**src/rtl/fsf_pkg.sv**
```systemverilog
package fsf_pkg;

    typedef enum logic [2:0] {
        ST_IDLE,
        ST_CMD,
        ST_ADDR,
        ST_MODE,
        ST_DUMMY,
        ST_DATA,
        ST_SKIP
    } fsf_state_e;

    typedef enum logic [1:0] {
        LN_ONE,
        LN_TWO,
        LN_FOUR
    } fsf_lanes_e;

    localparam logic [7:0] OP_FAST_SINGLE = 8'h0B;
    localparam logic [7:0] OP_DUAL_OUT    = 8'h3B;
    localparam logic [7:0] OP_QUAD_OUT    = 8'h6B;
    localparam logic [7:0] OP_QUAD_IO     = 8'hEB;

    function automatic logic is_read_op(input logic [7:0] op);
        return (op == OP_FAST_SINGLE) || (op == OP_DUAL_OUT) ||
               (op == OP_QUAD_OUT)    || (op == OP_QUAD_IO);
    endfunction

endpackage

```
**src/rtl/fsf_edge.sv**
```systemverilog
module fsf_edge (
    input  logic clk,
    input  logic rst_n,
    input  logic sck,
    output logic sck_rise
);
    logic sck_q;

    always_ff @(posedge clk) begin
        if (!rst_n) sck_q <= 1'b0;
        else        sck_q <= sck;
    end

    assign sck_rise = sck & ~sck_q;
endmodule

```
**src/rtl/fsf_shift.sv**
```systemverilog
module fsf_shift
    import fsf_pkg::*;
#(
    parameter int W = 8
) (
    input  logic           clk,
    input  logic           rst_n,
    input  logic           clear,
    input  logic           shift_en,
    input  fsf_lanes_e     lanes,
    input  logic [3:0]     bits,
    output logic           done,
    output logic [W-1:0]   byte_o
);
    localparam int CNT_W = $clog2(W + 1);
    localparam logic [CNT_W-1:0] FULL = CNT_W'(W);

    logic [W-2:0]     sh;
    logic [CNT_W-1:0] cnt, cnt_n, step;
    logic [W-1:0]     nxt;

    always_comb begin
        unique case (lanes)
            LN_ONE:  begin nxt = {sh[W-2:0], bits[0]};   step = CNT_W'(1); end
            LN_TWO:  begin nxt = {sh[W-3:0], bits[1:0]}; step = CNT_W'(2); end
            LN_FOUR: begin nxt = {sh[W-5:0], bits};      step = CNT_W'(4); end
            default: begin nxt = '0;                     step = '0;        end
        endcase
        cnt_n  = cnt + step;
        done   = shift_en && (cnt_n == FULL);
        byte_o = nxt;
    end

    always_ff @(posedge clk) begin
        if (!rst_n || clear) begin
            sh  <= '0;
            cnt <= '0;
        end else if (shift_en) begin
            sh  <= nxt[W-2:0];
            cnt <= done ? '0 : cnt_n;
        end
    end
endmodule

```
**src/rtl/fsf_bus_monitor.sv**
```systemverilog
module fsf_bus_monitor
    import fsf_pkg::*;
#(
    parameter int         ADDR_BYTES     = 3,
    parameter int         DUMMY_CLKS     = 8,
    parameter int         QIO_DUMMY_CLKS = 4,
    parameter logic [3:0] CONT_NIBBLE    = 4'hA
) (
    input  logic        clk,
    input  logic        rst_n,
    input  logic        cs_n,
    input  logic        sck,
    input  logic [3:0]  io,
    input  logic [7:0]  trig_op,
    input  logic [23:0] trig_addr,
    output logic        op_valid,
    output logic [7:0]  op_byte,
    output logic        addr_valid,
    output logic [23:0] addr,
    output logic        data_valid,
    output logic [7:0]  data_byte,
    output logic        trig_pulse,
    output logic        cont_active
);
    localparam int ADDR_W = 8 * ADDR_BYTES;
    localparam int AC_W   = $clog2(ADDR_BYTES);
    localparam int DC_MAX = (DUMMY_CLKS > QIO_DUMMY_CLKS) ? DUMMY_CLKS : QIO_DUMMY_CLKS;
    localparam int DC_W   = $clog2(DC_MAX + 1);
    localparam logic [AC_W-1:0] ADDR_LAST = AC_W'(ADDR_BYTES - 1);

    fsf_state_e       state, nxt_state;
    fsf_lanes_e       lanes;
    logic [3:0]       bits;
    logic             active, edge_en, shift_en, byte_done;
    logic [7:0]       byte_val;
    logic [7:0]       cur_op;
    logic             op_seen;
    logic [AC_W-1:0]  addr_cnt;
    logic [ADDR_W-9:0] addr_acc;
    logic [DC_W-1:0]  dummy_cnt;
    logic [ADDR_W-1:0] full_addr;

    assign active    = !cs_n;
    assign full_addr = {addr_acc, byte_val};

    fsf_edge u_edge (
        .clk      (clk),
        .rst_n    (rst_n),
        .sck      (sck),
        .sck_rise (edge_en_raw)
    );
    logic edge_en_raw;
    assign edge_en = active && edge_en_raw;

    fsf_shift #(.W(8)) u_shift (
        .clk      (clk),
        .rst_n    (rst_n),
        .clear    (!active),
        .shift_en (shift_en),
        .lanes    (lanes),
        .bits     (bits),
        .done     (byte_done),
        .byte_o   (byte_val)
    );

    // Lane selection per phase and command
    always_comb begin
        lanes    = LN_ONE;
        bits     = {3'b000, io[0]};
        shift_en = 1'b0;
        unique case (state)
            ST_CMD: shift_en = edge_en;
            ST_ADDR: begin
                shift_en = edge_en;
                if (cur_op == OP_QUAD_IO) begin
                    lanes = LN_FOUR;
                    bits  = io;
                end
            end
            ST_MODE: begin
                shift_en = edge_en;
                lanes    = LN_FOUR;
                bits     = io;
            end
            ST_DATA: begin
                shift_en = edge_en;
                if (cur_op == OP_FAST_SINGLE) begin
                    bits = {3'b000, io[1]};
                end else if (cur_op == OP_DUAL_OUT) begin
                    lanes = LN_TWO;
                    bits  = {2'b00, io[1:0]};
                end else begin
                    lanes = LN_FOUR;
                    bits  = io;
                end
            end
            ST_IDLE, ST_DUMMY, ST_SKIP: ;
        endcase
    end

    // Next-state logic
    always_comb begin
        nxt_state = state;
        if (!active) begin
            nxt_state = ST_IDLE;
        end else begin
            unique case (state)
                ST_IDLE:  nxt_state = cont_active ? ST_ADDR : ST_CMD;
                ST_CMD:   if (byte_done) nxt_state = is_read_op(byte_val) ? ST_ADDR : ST_SKIP;
                ST_ADDR:  if (byte_done && addr_cnt == ADDR_LAST)
                              nxt_state = (cur_op == OP_QUAD_IO) ? ST_MODE : ST_DUMMY;
                ST_MODE:  if (byte_done) nxt_state = ST_DUMMY;
                ST_DUMMY: if (edge_en && dummy_cnt == DC_W'(1)) nxt_state = ST_DATA;
                ST_DATA, ST_SKIP: ;
            endcase
        end
    end

    // State register
    always_ff @(posedge clk) begin
        if (!rst_n) state <= ST_IDLE;
        else        state <= nxt_state;
    end

    // Outputs and per-transaction context
    always_ff @(posedge clk) begin
        if (!rst_n) begin
            op_valid    <= 1'b0;
            op_byte     <= '0;
            addr_valid  <= 1'b0;
            addr        <= '0;
            data_valid  <= 1'b0;
            data_byte   <= '0;
            trig_pulse  <= 1'b0;
            cont_active <= 1'b0;
            cur_op      <= '0;
            op_seen     <= 1'b0;
            addr_cnt    <= '0;
            addr_acc    <= '0;
            dummy_cnt   <= '0;
        end else begin
            op_valid   <= 1'b0;
            addr_valid <= 1'b0;
            data_valid <= 1'b0;
            trig_pulse <= 1'b0;

            if (state == ST_IDLE && active) begin
                addr_cnt <= '0;
                op_seen  <= !cont_active;
                cur_op   <= cont_active ? OP_QUAD_IO : 8'h00;
            end

            if (byte_done) begin
                unique case (state)
                    ST_CMD: begin
                        op_valid <= 1'b1;
                        op_byte  <= byte_val;
                        cur_op   <= byte_val;
                    end
                    ST_ADDR: begin
                        addr_acc <= {addr_acc[ADDR_W-17:0], byte_val};
                        addr_cnt <= addr_cnt + AC_W'(1);
                        if (addr_cnt == ADDR_LAST) begin
                            addr_valid <= 1'b1;
                            addr       <= full_addr;
                            trig_pulse <= op_seen && (cur_op == trig_op) &&
                                          (full_addr == trig_addr);
                        end
                    end
                    ST_MODE: cont_active <= (byte_val[7:4] == CONT_NIBBLE);
                    ST_DATA: begin
                        data_valid <= 1'b1;
                        data_byte  <= byte_val;
                    end
                    default: ;
                endcase
            end

            if (state == ST_ADDR && nxt_state == ST_DUMMY)
                dummy_cnt <= DC_W'(DUMMY_CLKS);
            else if (state == ST_MODE && byte_done)
                dummy_cnt <= DC_W'(QIO_DUMMY_CLKS);
            else if (state == ST_DUMMY && edge_en)
                dummy_cnt <= dummy_cnt - DC_W'(1);
        end
    end
endmodule

```
**config.mk**
```make
export PLATFORM = sky130hd
export DESIGN_NAME = fsf_bus_monitor
export DESIGN_NICKNAME = d
export VERILOG_FILES = /design/src/rtl/fsf_pkg.sv /design/src/rtl/fsf_edge.sv /design/src/rtl/fsf_shift.sv /design/src/rtl/fsf_bus_monitor.sv
export SDC_FILE = /design/constraint.sdc
export NUM_CORES = 1
export LEC_CHECK = 0
export BUFFER_PORTS_ARGS = -buffer_cell sky130_fd_sc_hd__buf_2
export CAP_MARGIN = 20
export CELL_PAD_IN_SITES_DETAIL_PLACEMENT = 1
export CELL_PAD_IN_SITES_GLOBAL_PLACEMENT = 1
export CORE_ASPECT_RATIO = 2
export CORE_UTILIZATION = 42
export CTS_CLUSTER_SIZE = 25
export DETAILED_ROUTE_END_ITERATION = 6
export PLACE_DENSITY_LB_ADDON = 0.1
export SYNTH_ARGS = -nofsm -noshare
export SYNTH_HDL_FRONTEND = slang
export SYNTH_SLANG_ARGS = --single-unit
```
**constraint.sdc**
```tcl
create_clock -name clk -period 4.3 [get_ports clk]
set_input_delay 0 -clock clk [delete_from_list [all_inputs] [get_ports clk]]
set_output_delay 0 -clock clk [all_outputs]
set_load 0.01 [all_outputs]
```
==> summary.txt <==
Status
  • Outcome: finished, violations left
  • Violated checks: negative hold slack

CTS
  • CTS tree: done
  • Clock-pin slew on the worst setup and hold paths: 0.07 ns
  • Number of levels the H-tree was split into: 3
  • Number of buffers between clock root and the deepest sink: 2
  • Root buf cell: clkbuf_16
  • Number of gates given a new drive strength after cts: 0
  • Skew-Pair Late Insertion Delay: about 0.34 ns
  • CTS Buf Count: 9
  • Number of clock sinks: 91

Worst setup path
  • Highest cell delay on the worst timing path: just over 0.6 ns
  • Setup crit start kind: flop
  • Endpoint required time on the critical path: about 4.6 ns
  • Ordered cell list for the critical path: nand3b_2, a31oi_1, a21o_1, ha_1, xnor2_1, nor3b_1, nand2_1, nor4_2, nand4_1, or3_1, nor4_2
  • Worst path arrival time: a little over 4 ns
  • Top cell by count, worst path: nor4_2
  • CP max FO: 12
  • Critical path class: reg -> reg
  • Cell with the largest stage delay on the worst path: dfxtp_1
  • Critical path capture point type: flop

Logic synthesis
  • Most area-hungry cell type in the Yosys netlist: dfxtp_1
  • Most area-consuming cells after synthesis: dfxtp_1 42%, nand2_1 6.8%, o211a_1 5.8%, xor2_1 4.2%, xnor2_1 3.8%
  • Summed instance area of the synthesized netlist: ~0.0043 mm^2
  • Total number of yosys warnings: 0
  • Total of flip-flops plus latches after synthesis: around 90
  • Seq/Total Area, Yosys: between 40% and 50%
  • Top flip-flop cell by instance count after synthesis: dfxtp_1
  • Post-synthesis area per instance: between 9 and 10 um^2
  • Number of different library cells in the post-synthesis netlist: between 50 and 60
  • Most common cell in the netlist: dfxtp_1
  • Leading post-synthesis cells by instance count: 91 x dfxtp_1, 79 x nand2_1, 37 x nor2_1
  • Number of nets in the synthesized netlist: 520
  • EDFF count, synth: 0
  • Area share of the largest cell type after synthesis: 42.0%
  • Syn Inst Count: roughly 470
  • Share of synthesized flip-flops with an asynchronous set or reset: 0%

Finish
  • Post-synthesis to final-layout area growth: 21.5%
  • # fillers: between 1000 and 1500
  • Total Nets Final: 605
  • Antenna Cells: 0
  • Cell Count, Final, Fillers Out: 698
  • Multi-input combinational cell area: around 0.0023 mm^2
  • FF/Latch Area: around 0.0018 mm^2
  • Share of post-route cells with drive strength above 1: a little under a quarter

Timing
  • # setup viols final: 0
  • Slew Limit Fails: 0
  • Crit share post-route: between 80 and 90%
  • Slew of the pin with the lowest slew margin: ~0.96 ns
  • Highest clock frequency the design can meet: 0.265 GHz
  • Tightest slew margin relative to the limit: 35.4%
  • Hold WS: -0.00589 ns
  • Time the final worst path needs with I/O delays and setup: approximately 3.8 ns
  • Setup repair after global routing missed its margin: false
  • Accumulated negative setup slack: 0 ns
  • Fin Clk Skew: approximately 0.011 ns
  • Final number of hold-violating endpoints: 1

Drt
  • Via density per instance: roughly 5.3
  • Count of vias placed by the detailed router: 3708
  • Length of routed met2 wiring: ~7.3 mm
  • Violation count after the first detailed-route iteration: around 110
  • Routed wl met3: 342 um
  • Highest layer used for signal routing: met4
  • Drt drc: 0
  • Total routed wire length on the met1 layer: 4.72 mm
  • Post-detailed-routing wire length: ~13 mm
  • Number of optimization iterations in the first detailed-route pass: 4
  • Final ANT Viol Nets: 0
  • Wire per inst: between 15 and 20 um

Die
  • Core area: slightly above 0.01 mm^2
  • Count of boundary I/O pins: 85
  • Die W: 73.9 um
  • Die Height: 146 um
  • Num rows: 52
  • Starting Density: between 40 and 50%
  • Die outline area: around 0.011 mm^2

Worst hold path
  • Worst hold path type: in -> reg

Power
  • Combinational cell fraction of total power: under 10%
  • Sum of internal, switching and leakage power: 1.82 mW
  • Peak supply drop: between 0.2 and 0.3 mV
  • Fraction of power spent switching nets: 22.2%
  • Share of total power in sequential cells: about 47%
  • Switching component of the power: approximately 0.40 mW
  • Fraction of power consumed by the clock network: 48.3%
  • Cell Int Power: between 1 and 1.5 mW
  • Power per cell area: 346 mW/mm^2
  • Static leakage power: around 2.4 nW

GRT
  • Wire length of the first global-routing pass: 20.2 mm
  • Initial antenna violation count: 0
  • Number of global-route vias before repair: 3929
  • Maximum number of pins on one net before global-route repair: 39
  • Overall fraction of global-route tracks in use: ~25%
  • Total overflow reported by the global router: 0

Place
  • Half-perimeter wire length after placement: a little under 10 mm
  • Routability-driven placement congestion ratio: 0.902
  • PortBufs: 84
  • Count of placed standard cells including taps: 680

Flow run
  • Max capacitance violation total: 0
[worst max-delay path: cells and delay by family (launching register included)]
kind                     cells  cell delay, ns
AO/OA/AOI/OAI                2            0.73
XOR/XNOR                     1            0.16
adder cells (fa/ha/maj)      1            0.35
flip-flops                   1            0.61
AND/OR/NAND/NOR              7            1.83
[cell type report]
cell class                 count  area share (%)
multi-input combinational    344            44.6
sequential                    91            34.6
timing repair buffer         102            10.6
clock buffer                  10            4.53
tap                          135            3.20
clock inverter                 6            1.80
inverter                      10           0.712
[metal layers]
| metal | track usage (%) | vias up |
|---|---|---|
| met5 | 0 | - |
| met1 | 25.3 | 1770 |
| met2 | 49.0 | 87 |
| met3 | 3.25 | 31 |
| li1 | - | 1820 |
| met4 | 11.4 | 0 |
[kinds of logic (layout without fill, tap and decap cells)]
family                     after synthesis  in the layout  synth area share [%]
AOI/OAI and AO/OA                       97             97                  19.1
xor gates and xnor gates                40             40                  8.07
adders and majority gates                7              7                  2.19
buffers and inverters                   38            128                  4.41
DFF                                     91             91                  42.0
muxes                                   15             15                  3.49
and+or+nand+nor                        185            185                  20.8
[cell usage in the layout, fill, tap and decap left out, drive strengths merged, types with 12 or more instances in the layout]
master / instances
a21boi: 17
a21oi: 13
and2: 15
buf: 100
dfxtp: 91
inv: 12
mux2i: 14
nand2: 79
nor2: 37
nor2b: 14
o211a: 25
xnor2: 19
xor2: 21
[flip-flops by register name (all words and copies together) (netlist names)]
register / cells
addr: 24
addr_acc: 16
cur_op: 8
data_byte: 8
op_byte: 8
u_shift.sh: 7
dummy_cnt: 4
u_shift.cnt: 4
state: 3
addr_cnt: 2
addr_valid: 1
cont_active: 1
data_valid: 1
op_seen: 1
op_valid: 1
trig_pulse: 1
u_edge.sck_q: 1
[power by group through the flow]
| stage | Sequential [mW] | Clock, mW | Combinational, mW |
|---|---|---|---|
| 5_1_grt | 0.850 | 0.932 | 0.101 |
| 2_1_floorplan | 0.867 | 0 | 0.0532 |
| 3_3_place_gp | 0.869 | 0 | 0.0914 |
| 3_5_place_dp | 0.869 | 0 | 0.0923 |
| 6_report | 0.850 | 0.879 | 0.0931 |
| 4_1_cts | 0.850 | 0.897 | 0.0946 |
[timing repair]
item,in CTS,in global routing
hold buffers,2,0
setup buffers,0,0
hold endpoints to repair,2,0
endpoints found under the setup margin,0,0
[worst paths after layout]
check                from    endpoint  slack (ns)  cells past startpoint
max              state[2]  trig_pulse        0.53                     11
min          trig_addr[1]  trig_pulse      -0.006                      3
max reg2reg      state[2]  trig_pulse        0.53                     11
min reg2reg      addr[21]    addr[21]        0.46                      2
[stage by stage]
| step | hold WS (ns) | instance area [um^2] | setup slack (ns) | util, % |
|---|---|---|---|---|
| final | -0.00589 | 5270 | 0.532 | 52.3 |
| after global routing | 0.00601 | 5270 | 0.205 | 52.3 |
| after CTS | 0.00104 | 5270 | 0.496 | 52.3 |
| after detailed placement | 0.235 | 4920 | 0.499 | 48.8 |
| after global placement | 0.220 | 4920 | 0.688 | 48.8 |
| after floorplan | 0.122 | 4340 | 0.365 | - |
Note: power is estimated with default switching activity, not from simulation.
